--- src/rtl/coal_pkg.sv ---
package coal_pkg;
  // Strobes from the control module back into the datapath.
  typedef struct packed {
    logic clearCount;    // utilization interrupt issued this cycle
    logic restartTimer;  // auto-cancel: restart the interval timer
  } coalStrobeS;
endpackage

--- src/rtl/coal_datapath.sv ---
module coal_datapath
  import coal_pkg::*;
#(
  parameter int NUM_BANDS = 4,
  parameter int PCT_W     = 7,
  parameter int CNT_W     = 16,
  parameter int TMR_W     = 16
) (
  input  logic                       clk,
  input  logic                       rstN,
  input  logic                       enable,
  input  logic                       frameDone,
  input  logic                       utilValid,
  input  logic [PCT_W-1:0]           utilPct,
  input  logic                       usTick,
  input  logic [NUM_BANDS*PCT_W-1:0] bandBounds,
  input  logic [NUM_BANDS*CNT_W-1:0] bandThresholds,
  input  logic [TMR_W-1:0]           timerInterval,
  input  coalStrobeS                 strobe,
  output logic [CNT_W-1:0]           frameCnt,
  output logic                       bandHit,
  output logic                       countMet,
  output logic                       expireRaw
);
  localparam int BAND_IDX_W = (NUM_BANDS > 1) ? $clog2(NUM_BANDS) : 1;
  localparam logic [CNT_W-1:0] CNT_MAX = {CNT_W{1'b1}};

  logic [PCT_W-1:0]      utilSample;
  logic [PCT_W-1:0]      boundArr  [NUM_BANDS];
  logic [CNT_W-1:0]      threshArr [NUM_BANDS];
  logic [NUM_BANDS-1:0]  hitVec;
  logic [BAND_IDX_W-1:0] bandSel;
  logic [CNT_W-1:0]      selThresh;
  logic [CNT_W-1:0]      effThresh;
  logic [TMR_W-1:0]      usCnt;
  logic                  timerOn;

  // Latest utilization sample from the measurement unit.
  always_ff @(posedge clk or negedge rstN) begin
    if (!rstN)          utilSample <= '0;
    else if (utilValid) utilSample <= utilPct;
  end

  // Unpack the band configuration and compare each bound.
  for (genvar g = 0; g < NUM_BANDS; g++) begin : g_band
    assign boundArr[g]  = bandBounds[g*PCT_W +: PCT_W];
    assign threshArr[g] = bandThresholds[g*CNT_W +: CNT_W];
    assign hitVec[g]    = (boundArr[g] >= utilSample);
  end

  // The lowest-indexed band that matches has priority; the last band is the default.
  always_comb begin
    bandSel = BAND_IDX_W'(NUM_BANDS - 1);
    for (int i = NUM_BANDS - 1; i >= 0; i--) begin
      if (hitVec[i]) bandSel = BAND_IDX_W'(i);
    end
  end

  assign bandHit   = |hitVec;
  assign selThresh = threshArr[bandSel];
  assign effThresh = (selThresh == '0) ? CNT_W'(1) : selThresh;
  assign countMet  = bandHit && (frameCnt >= effThresh);

  // Saturating frame counter.
  always_ff @(posedge clk or negedge rstN) begin
    if (!rstN)                  frameCnt <= '0;
    else if (!enable)           frameCnt <= '0;
    else if (strobe.clearCount) frameCnt <= frameDone ? CNT_W'(1) : '0;
    else if (frameDone && frameCnt != CNT_MAX)
                                frameCnt <= frameCnt + CNT_W'(1);
  end

  // Microsecond interval timer.
  assign timerOn   = enable && (timerInterval != '0);
  assign expireRaw = timerOn && usTick && (usCnt >= timerInterval - TMR_W'(1));

  always_ff @(posedge clk or negedge rstN) begin
    if (!rstN)                    usCnt <= '0;
    else if (!timerOn)            usCnt <= '0;
    else if (strobe.restartTimer) usCnt <= '0;
    else if (usTick)              usCnt <= expireRaw ? '0 : usCnt + TMR_W'(1);
  end
endmodule

--- src/rtl/coal_control.sv ---
module coal_control
  import coal_pkg::*;
(
  input  logic       clk,
  input  logic       rstN,
  input  logic       enable,
  input  logic       frameDone,
  input  logic       autoCancelEn,
  input  logic       continuousEn,
  input  logic       countMet,
  input  logic       expireRaw,
  output coalStrobeS strobe,
  output logic       utilIrq,
  output logic       timerIrq
);
  logic utilFire;
  logic timerFire;
  logic expireKept;
  logic trafficSeen;

  assign utilFire            = enable && countMet;
  assign strobe.clearCount   = utilFire;
  assign strobe.restartTimer = utilFire && autoCancelEn;

  // An expiry that coincides with auto-cancel is dropped.
  assign expireKept = expireRaw && !strobe.restartTimer;
  assign timerFire  = expireKept && (continuousEn || trafficSeen || frameDone);

  // Traffic since the last expiry that was kept.
  always_ff @(posedge clk or negedge rstN) begin
    if (!rstN)           trafficSeen <= 1'b0;
    else if (!enable)    trafficSeen <= 1'b0;
    else if (expireKept) trafficSeen <= 1'b0;
    else if (frameDone)  trafficSeen <= 1'b1;
  end

  always_ff @(posedge clk or negedge rstN) begin
    if (!rstN) begin
      utilIrq  <= 1'b0;
      timerIrq <= 1'b0;
    end else begin
      utilIrq  <= utilFire;
      timerIrq <= timerFire;
    end
  end
endmodule

--- src/rtl/util_intr_coalescer.sv ---
module util_intr_coalescer
  import coal_pkg::*;
#(
  parameter int NUM_BANDS = 4,
  parameter int PCT_W     = 7,
  parameter int CNT_W     = 16,
  parameter int TMR_W     = 16
) (
  input  logic                       clk,
  input  logic                       rstN,
  input  logic                       enable,
  input  logic                       frameDone,
  input  logic                       utilValid,
  input  logic [PCT_W-1:0]           utilPct,
  input  logic                       usTick,
  input  logic [NUM_BANDS*PCT_W-1:0] bandBounds,
  input  logic [NUM_BANDS*CNT_W-1:0] bandThresholds,
  input  logic [TMR_W-1:0]           timerInterval,
  input  logic                       autoCancelEn,
  input  logic                       continuousEn,
  output logic                       utilIrq,
  output logic                       timerIrq
);
  coalStrobeS       strobe;
  logic [CNT_W-1:0] frameCnt;
  logic             bandHit;
  logic             countMet;
  logic             expireRaw;

  coal_datapath #(
    .NUM_BANDS(NUM_BANDS), .PCT_W(PCT_W), .CNT_W(CNT_W), .TMR_W(TMR_W)
  ) u_dp (
    .clk(clk), .rstN(rstN), .enable(enable), .frameDone(frameDone),
    .utilValid(utilValid), .utilPct(utilPct), .usTick(usTick),
    .bandBounds(bandBounds), .bandThresholds(bandThresholds),
    .timerInterval(timerInterval), .strobe(strobe),
    .frameCnt(frameCnt), .bandHit(bandHit), .countMet(countMet),
    .expireRaw(expireRaw)
  );

  coal_control u_ctl (
    .clk(clk), .rstN(rstN), .enable(enable), .frameDone(frameDone),
    .autoCancelEn(autoCancelEn), .continuousEn(continuousEn),
    .countMet(countMet), .expireRaw(expireRaw), .strobe(strobe),
    .utilIrq(utilIrq), .timerIrq(timerIrq)
  );
endmodule

--- config.mk ---
export PLATFORM = sky130hd
export DESIGN_NAME = util_intr_coalescer
export DESIGN_NICKNAME = d
export VERILOG_FILES = /design/src/rtl/coal_pkg.sv /design/src/rtl/coal_datapath.sv /design/src/rtl/coal_control.sv /design/src/rtl/util_intr_coalescer.sv
export SDC_FILE = /design/constraint.sdc
export NUM_CORES = 1
export LEC_CHECK = 0
export CAP_MARGIN = 40
export CORE_UTILIZATION = 45
export CTS_BUF_LIST = sky130_fd_sc_hd__clkbuf_8
export CTS_CLUSTER_DIAMETER = 40
export DETAILED_ROUTE_END_ITERATION = 8
export PLACE_DENSITY_LB_ADDON = 0.08
export SETUP_SLACK_MARGIN = 0.02
export SYNTH_ARGS = -nofsm -noshare
export SYNTH_HDL_FRONTEND = slang
export SYNTH_SLANG_ARGS = --single-unit
--- constraint.sdc ---
create_clock -name clk -period 5.7 [get_ports clk]
set_input_delay 1.14 -clock clk [delete_from_list [all_inputs] [get_ports clk]]
set_output_delay 1.14 -clock clk [all_outputs]
set_load 0.1 [all_outputs]
==> flow_summary.toml, run 1 <==
[hold_path]
holdPathStages = 2
hold_path.class = "flip-flop to flip-flop"
min_to = "u_dp.usCnt[15]"
min-delay-start = "u_dp.usCnt[15]"

[power]
p_leak_uw = 0.002606
power_density_nw_per_um2 = 172.3
p_sw_share_pct = 31.43
seq_power_share_pct = 29.6
max-vdd-ir-drop_mv = 0.1315
combPwrFrac_pct = 42.7
power.internal_uw = 722.8
p_clk_share_pct = 27.8
switchingPower_uw = 331.3

[detailed_routing]
highest_layer = "met4"
wl_met2_mm = 6.317
wl_met3_um = 692
viasPerCell = 5.815
wl_met1_mm = 5.443
antenna_left = 0
wire_per_inst_um = 16.46
drt-pass1-iter-count = 4
drt_iter0_drc = 158
wirelength_mm = 12.63
vias = 4460
route.detailed.drc = 0

[worst_setup_path]
r2r-start = "u_dp.utilSample[6]"
cpLargestDelayFamily = "compound AO/OA/AOI/OAI gates"
path_cells = "clkdlybuf4s50_1 -> inv_1 -> ha_1 -> nor2b_1 -> o21ai_1 -> a311o_1 -> or4b_4 -> or2_4 -> a22oi_2 -> nand4_1 -> o31ai_2 -> ha_1 -> nand2b_1 -> a21o_1 -> a21o_1 -> a21o_1 -> a211o_1 -> a21oi_2 -> buf_6 -> o311ai_4 -> clkbuf_16 -> a31oi_1"
worst_path_max_delay_cell = "or4b_4"
start_kind = "primary input"
required_ps = 5930
cpPeakStageDelay_ps = 550
rr_worst_depth = 20
path_max_fanout = 8
rrSetupSlack_ps = 970
crit_path_end_kind = "flip-flop"
critPathBufInv = 4
crit_type = "primary input to flip-flop"
crit_path_frequent_cell = "a21o_1"
r2r_end = "u_dp.usCnt[8]"
worstPathArrival_ps = 5760

[synth]
netlist_area_um2 = 4227
syn_inst = 514
synth_cell_types = 52
synth_top_cell_by_area = "dfrtp_1"
synth.avg_cell_area_um2 = 8.223
syn_nets = 700
ys_warn_count = 0
yosysMostFrequentCell = "ha_1"
yosys_most_used_dff = "dfrtp_1"
ys_seq_elements = 42
synth_top_area_share_pct = 24.87
synth_top_cells_by_area = "dfrtp_1, ha_1, nand4_1"
async_flop_share_pct = 100.0
seq_area_frac_synth_pct = 24.87
synth_common_cells = "ha_1, nand2_1, nor2_1"
synth_edf_count = 0

[clock_tree]
clk_latency_ps = 310
postCtsSetupRepairBufs = 0
cts_root_buf = "clkbuf_8"
cts_buffers = 5
htree_levels = 2
clock_sinks = 42
cts.path.max_buffers = 2
path_clk_slew_ps = 90
cts_tree = "yes"

[global_route]
grt_first_pass_wirelength_mm = 20.60
grt_pass1_vias = 4301
grt_overflow_total = 0
grt_max_degree = 38
grt_usage_pct = 26.26
antenna_found_initial = 0

[cells_and_area]
drive_gt1_share_pct = 13.20
layout.nets = 844
fill_cells = 704
post-route-util_pct = 68.83
diodes = 0
areaGrowthSynthToFinish_pct = 44.79

[timing]
worst_pin_slew_ps = 727.7
fmax_mhz = 180.7
finalHoldViolCount = 0
period_needed_ps = 5533
finClkSkew_ps = 11.43
finalCritPeriodShare_pct = 97.07
slew_headroom_pct = 51.19
slew_viol_final = 0
final.setup.tns_ps = 0
grt_setup_unrepaired = "no"
setup-violations-final = 0

[floorplan]
io_pins = 125
core_um2 = 8891
initial_core_util_pct = 47.54
fp.dieW_um = 98.92
die_y_um = 98.92
core.rowCount = 34
die-area_um2 = 9784

[placement]
numPortBuffers = 124
finalWeightedCongestion = 0.8530
dp_hpwl_mm = 9.909

[job]
cap_violations = 0

[run_status]
status = "completed"
[power by group through the flow]
stage                     combinational (µW)  sequential, µW  clock (µW)
after floorplan                          210             315           0
after global placement                   399             317           0
after detailed placement                 412             317           0
after CTS                                416             311         294
after global routing                     496             313         309
final                                    450             312         293
[state kept, by name, indices dropped and copies added, names as in the netlist]
| signal | cells |
|---|---|
| u_ctl.trafficSeen | 1 |
| u_dp.utilSample | 7 |
| u_dp.frameCnt | 16 |
| u_ctl.timerIrq | 1 |
| u_ctl.utilIrq | 1 |
| u_dp.usCnt | 16 |
[layout by cell type (no fill, tap or decap), drive strengths merged, types with 18 or more instances in the layout]
cell type	instances
buf	33
clkdlybuf4s50	123
dfrtp	42
ha	63
nand2	53
nand3	18
nand4	35
nor2	49
nor3	19
o21ai	22
[worst max-delay path by stage]
stage	startpoint	end	slack, ps	cells after the start
after floorplan	bandBounds[2]	u_dp.frameCnt[10]	150	20
after global placement	bandBounds[0]	u_dp.usCnt[3]	-120	22
after detailed placement	bandBounds[0]	u_dp.usCnt[13]	-260	22
after CTS	bandBounds[0]	u_dp.usCnt[4]	70	22
after global routing	bandBounds[0]	u_dp.usCnt[9]	10	22
final	bandBounds[0]	u_dp.usCnt[8]	170	22
[logic make-up after synthesis]
group                      Yosys count  synth area share [%]
AOI/OAI and AO/OA                  113                 18.86
muxes                                6                 1.480
adders and majority gates           63                 18.65
and+or+nand+nor                    224                 26.61
xor gates and xnor gates            28                 5.802
DFF                                 42                 24.87
buffers and inverters               38                 3.730
[cell type report]
class / instances / area, µm² / area share (%)
clock buffers: 5 / 68.82 / 1.125
well taps: 108 / 135.1 / 2.208
multi-input cells: 434 / 3183 / 52.01
flip-flops and latches: 42 / 1051 / 17.17
clock inverters: 3 / 68.82 / 1.125
repair buffers: 157 / 1545 / 25.25
inverters: 18 / 67.56 / 1.104
[metrics by stage]
step | setup slack [ps] | hold slack, ps | instance area, µm² | cells | power (µW)
floorplan | 146.8 | 522.9 | 4227 | 514 | 524.9
detailed placement | -259.4 | 565.7 | 5793 | 758 | 729.7
finish | 166.9 | 588.0 | 6120 | 767 | 1054
CTS | 67.32 | 586.9 | 5931 | 766 | 1021
global placement | -117.7 | 547.4 | 5743 | 755 | 715.2
global route | 9.957 | 619.6 | 6120 | 767 | 1118
[worst register-to-register path: cells and delay by family (launching register included)]
kind	cells	cell delay, ps
AO/OA/AOI/OAI	10	1990
adder cells (fa/ha/maj)	2	530
buffers and inverters	3	510
flip-flops	1	370
AND/OR/NAND/NOR	5	1270
[layer usage]
metal	vias to the layer above	track usage, %
met5	-	0
met3	13	2.695
met4	0	5.052
li1	2199	-
met2	154	48.09
met1	2094	33.45
[timing repair]
| item | 4_1_cts | 5_1_grt |
|---|---|---|
| gates resized for setup | 0 | 33 |
| setup endpoints to repair | 0 | 34 |
| endpoints found under the hold margin | 0 | 0 |
| hold buffers | 0 | 0 |
(Power assumes the default switching activity.)
==> run 2: changes to the inputs <==
SLEW_MARGIN = 20   (was not set)
==> flow_summary.toml, run 2 (synthesized netlist as in run 1, its figures left out) <==
[timing]
fmax_mhz = 182.3
setup-violations-final = 0
finalHoldViolCount = 0
slew_headroom_pct = 51.68
period_needed_ps = 5486
grt_setup_unrepaired = "no"
slew_viol_final = 0
finClkSkew_ps = 9.870
finalCritPeriodShare_pct = 96.24
worst_pin_slew_ps = 720.4

[global_route]
grt_usage_pct = 26.16
grt_pass1_vias = 4356
grt_overflow_total = 0
antenna_found_initial = 0
grt_max_degree = 33
grt_first_pass_wirelength_mm = 20.55

[power]
combPwrFrac_pct = 44.4
p_leak_uw = 0.002587
power_density_nw_per_um2 = 164.5
max-vdd-ir-drop_mv = 0.1305
switchingPower_uw = 329.9
seq_power_share_pct = 31.0
p_clk_share_pct = 24.6
power.internal_uw = 676.5
p_sw_share_pct = 32.78

[clock_tree]
cts_tree = "yes"
cts_root_buf = "clkbuf_8"
clock_sinks = 42
postCtsSetupRepairBufs = 0
cts_buffers = 5
cts.path.max_buffers = 2
htree_levels = 2
ctsHoldBuffers = 0
path_clk_slew_ps = 80
clk_latency_ps = 300
cts_resized = 0

[worst_setup_path]
worstPathArrival_ps = 5710
path_max_fanout = 8
path_cells = "clkdlybuf4s50_1 -> inv_1 -> ha_1 -> nor2b_1 -> o21ai_1 -> a311o_1 -> or4b_4 -> or2_4 -> a22oi_2 -> nand4_1 -> o31ai_2 -> ha_1 -> nand2b_1 -> a21o_1 -> a21o_1 -> a21o_1 -> a211o_1 -> a21oi_2 -> buf_6 -> o311ai_4 -> clkbuf_16 -> a31oi_1"
cpPeakStageDelay_ps = 550
crit_path_frequent_cell = "a21o_1"
crit_type = "primary input to flip-flop"
crit_path_end_kind = "flip-flop"
required_ps = 5920
start_kind = "primary input"
worst_path_max_delay_cell = "or4b_4"

[detailed_routing]
vias = 4388
route.detailed.drc = 0
drt_iter0_drc = 184
antenna_left = 0
drt-pass1-iter-count = 4
viasPerCell = 5.721
wirelength_mm = 12.57
wire_per_inst_um = 16.39

[floorplan]
die-area_um2 = 9784
io_pins = 125
fp.dieW_um = 98.92
core_um2 = 8891
initial_core_util_pct = 47.54
core.rowCount = 34
die_y_um = 98.92

[cells_and_area]
areaGrowthSynthToFinish_pct = 44.79
layout.nets = 844
biggestRegsByFlops = "u_dp.frameCnt (16), u_dp.usCnt (16), u_dp.utilSample (7)"
final_cell_mix = "clkdlybuf4s50_1, ha_1, nand2_1"
finalNonFillerCells = 767
drive_gt1_share_pct = 13.35
final_common_cell = "clkdlybuf4s50_1"
stdcell_area_um2 = 6120
diodes = 0
fill_cells = 732

[placement]
finalWeightedCongestion = 0.8530
dp_hpwl_mm = 9.960
numPortBuffers = 124
place_inst = 758
placed_area_um2 = 5793

[run_status]
status = "completed"

[hold_path]
hold_path.class = "flip-flop to flip-flop"

[job]
cap_violations = 0
-- run 2: worst max-delay path, delay by kind of cell --
family                   cells  cell delay (ps)
AND/OR/NAND/NOR              5             1220
adder cells (fa/ha/maj)      2              540
buffers and inverters        4              850
AO/OA/AOI/OAI               11             1970
-- run 2: routing by layer --
metal	track usage [%]	wire length, µm	vias to the layer above
met3	3.546	646	18
met5	0	0	-
li1	-	-	2199
met1	31.69	5490	2051
met4	8.152	261	0
met2	47.77	6169	120
-- run 2: power by group through the flow --
| stage | Sequential [µW] | Combinational [µW] | Clock, µW |
|---|---|---|---|
| floorplan | 315 | 210 | 0 |
| global placement | 317 | 399 | 0 |
| detailed placement | 317 | 413 | 0 |
| CTS | 311 | 415 | 250 |
| global route | 313 | 493 | 260 |
| finish | 312 | 447 | 247 |
-- run 2: worst paths after layout --
path                                           to  slack (ps)  cells after the start               start
worst max-delay path                u_dp.usCnt[6]         210                     22       bandBounds[0]
worst min-delay path                u_dp.usCnt[0]         580                      2       u_dp.usCnt[0]
worst max register to register      u_dp.usCnt[6]         990                     21  u_dp.utilSample[2]
worst min register to register      u_dp.usCnt[0]         580                      2       u_dp.usCnt[0]
max in group asynchronous           u_dp.usCnt[7]        4520                      2                rstN
min in group asynchronous       u_dp.frameCnt[13]         700                      1                rstN
-- run 2: through the flow --
step           TNS (ps)  total power [µW]  util (%)  hold slack, ps  setup slack, ps
6_report              0              1006     68.83           584.7            214.2
5_1_grt               0              1067     68.83           621.8            34.84
4_1_cts               0             976.9     66.44           584.9            71.27
3_5_place_dp      -6235             730.0     65.16           566.1           -238.7
3_3_place_gp      -2737             715.2     64.59           547.4           -117.7
2_1_floorplan         0             524.9         -           522.9            146.8
-- run 2: layout make-up --
class                      instances  area [µm²]  area share [%]
sequential                        42        1051           17.17
inverter                          18       67.56           1.104
clock buffer                       5       68.82           1.125
clock inverter                     3       45.04          0.7360
timing repair buffer             157        1545           25.25
tap                              108       135.1           2.208
multi-input combinational        434        3207           52.40
==> run 3: changes to the inputs <==
MAX_ROUTING_LAYER = met4   (was not set)
==> flow_summary.toml, run 3 (synthesized netlist as in run 1, its figures left out) <==
[cells_and_area]
areaGrowthSynthToFinish_pct = 44.35
multiInputGateArea_um2 = 3188
fill_cells = 732
stdcell_area_um2 = 6101
biggestRegsByFlops = "u_dp.frameCnt (16), u_dp.usCnt (16), u_dp.utilSample (7)"
drive_gt1_share_pct = 12.90
layout.nets = 844
final_cell_mix = "clkdlybuf4s50_1, ha_1, nand2_1"
diodes = 0
seqCellArea_um2 = 1051
final_common_cell = "clkdlybuf4s50_1"

[detailed_routing]
drt_iter0_drc = 175
viasPerCell = 5.708
wl_met1_mm = 5.471
antenna_left = 0
wl_met3_um = 632
drt-pass1-iter-count = 4
vias = 4378
highest_layer = "met4"
wirelength_mm = 12.47
wire_per_inst_um = 16.26
wl_met2_mm = 6.108
route.detailed.drc = 0

[floorplan]
die-area_um2 = 9784
die_y_um = 98.92
core.rowCount = 34
core_um2 = 8891
fp.dieW_um = 98.92
io_pins = 125
initial_core_util_pct = 47.54

[timing]
worst_pin_slew_ps = 711.2
finClkSkew_ps = 10.41
finalHoldViolCount = 0
finalCritPeriodShare_pct = 96.87
period_needed_ps = 5521
grt_setup_unrepaired = "yes"
setup-violations-final = 0
slew_headroom_pct = 52.29
fmax_mhz = 181.1
final.setup.tns_ps = 0
slew_viol_final = 0

[clock_tree]
cts_buffers = 5
cts_tree = "yes"
cts_resized = 0
clock_sinks = 42
postCtsSetupRepairBufs = 0
clk_latency_ps = 300
cts.path.max_buffers = 2
cts_root_buf = "clkbuf_8"
htree_levels = 2
ctsHoldBuffers = 0
path_clk_slew_ps = 80

[hold_path]
hold_path.class = "flip-flop to flip-flop"
min-delay-start = "u_dp.usCnt[0]"
min_to = "u_dp.usCnt[0]"
holdPathStages = 2

[worst_setup_path]
required_ps = 5920
crit_path_end_kind = "flip-flop"
path_max_fanout = 8
start_kind = "primary input"
rr_worst_depth = 21
crit_type = "primary input to flip-flop"
crit_start = "bandBounds[0]"
worstPathArrival_ps = 5740
r2r-start = "u_dp.utilSample[2]"
r2r_end = "u_dp.usCnt[6]"
rrSetupSlack_ps = 960

[power]
combPwrFrac_pct = 44.2
p_leak_uw = 0.002585
max-vdd-ir-drop_mv = 0.1300
switchingPower_uw = 326.1
power.internal_uw = 674.7
power_density_nw_per_um2 = 164.0
seq_power_share_pct = 31.1
p_sw_share_pct = 32.58
p_clk_share_pct = 24.7

[job]
cap_violations = 0

[global_route]
grt_first_pass_wirelength_mm = 20.51
grt_pass1_vias = 4355
grt_usage_pct = 26.97
grt_overflow_total = 0
grt_max_degree = 33
antenna_found_initial = 0

[placement]
dp_hpwl_mm = 9.960
finalWeightedCongestion = 0.8666
placed_area_um2 = 5793
numPortBuffers = 124

[run_status]
status = "completed"
run 3: cell counts in the layout (fill, tap and decap cells not counted):
No cell type changed its count.
run 3: per-layer routing:
layer	up-vias	GRT usage (%)
li1	2198	-
met1	2046	31.65
met2	116	47.71
met3	18	3.759
met4	0	8.152
met5	-	-
run 3: worst max-delay path, stage by stage:
cell	delay, ps
clkdlybuf4s50_1	460
inv_1	40
ha_1	280
nor2b_1	120
o21ai_1	80
a311o_1	280
or4b_4	550
or2_4	280
a22oi_2	200
nand4_1	130
o31ai_2	240
ha_1	260
nand2b_1	140
a21o_1	170
a21o_1	160
a21o_1	170
a211o_1	260
a21oi_2	150
buf_6	140
o311ai_4	150
clkbuf_16	210
a31oi_1	130
run 3: power by group through the flow:
stage / Sequential, µW / Combinational [µW] / Clock, µW
final: 312 / 442 / 247
after global routing: 313 / 488 / 261
after CTS: 311 / 415 / 250
after detailed placement: 317 / 413 / 0
after global placement: 317 / 399 / 0
after floorplan: 315 / 210 / 0
run 3: cell type report:
class	instances	share of cell area [%]
clock buffer	5	1.128
clock inverter	3	0.7383
timing repair buffer	157	25.33
inverter	18	1.107
multi-input combinational	434	52.26
tap	108	2.215
sequential	42	17.23
run 3: metrics by stage:
stage	hold WS (ps)	cells	utilization (%)	setup WS [ps]	total power, µW
2_1_floorplan	522.9	514	-	146.8	524.9
3_3_place_gp	547.4	755	64.59	-117.7	715.2
3_5_place_dp	566.1	758	65.16	-238.7	730.0
4_1_cts	584.9	766	66.44	71.27	976.9
5_1_grt	621.8	767	68.62	10.65	1062
6_report	588.3	767	68.62	178.7	1001
run 3: worst max path at each step:
stage                              to  depth (start not counted)
floorplan           u_dp.frameCnt[10]                         20
detailed placement     u_dp.usCnt[14]                         22
CTS                     u_dp.usCnt[4]                         22
global route           u_dp.usCnt[13]                         22
global placement        u_dp.usCnt[3]                         22
finish                  u_dp.usCnt[6]                         22
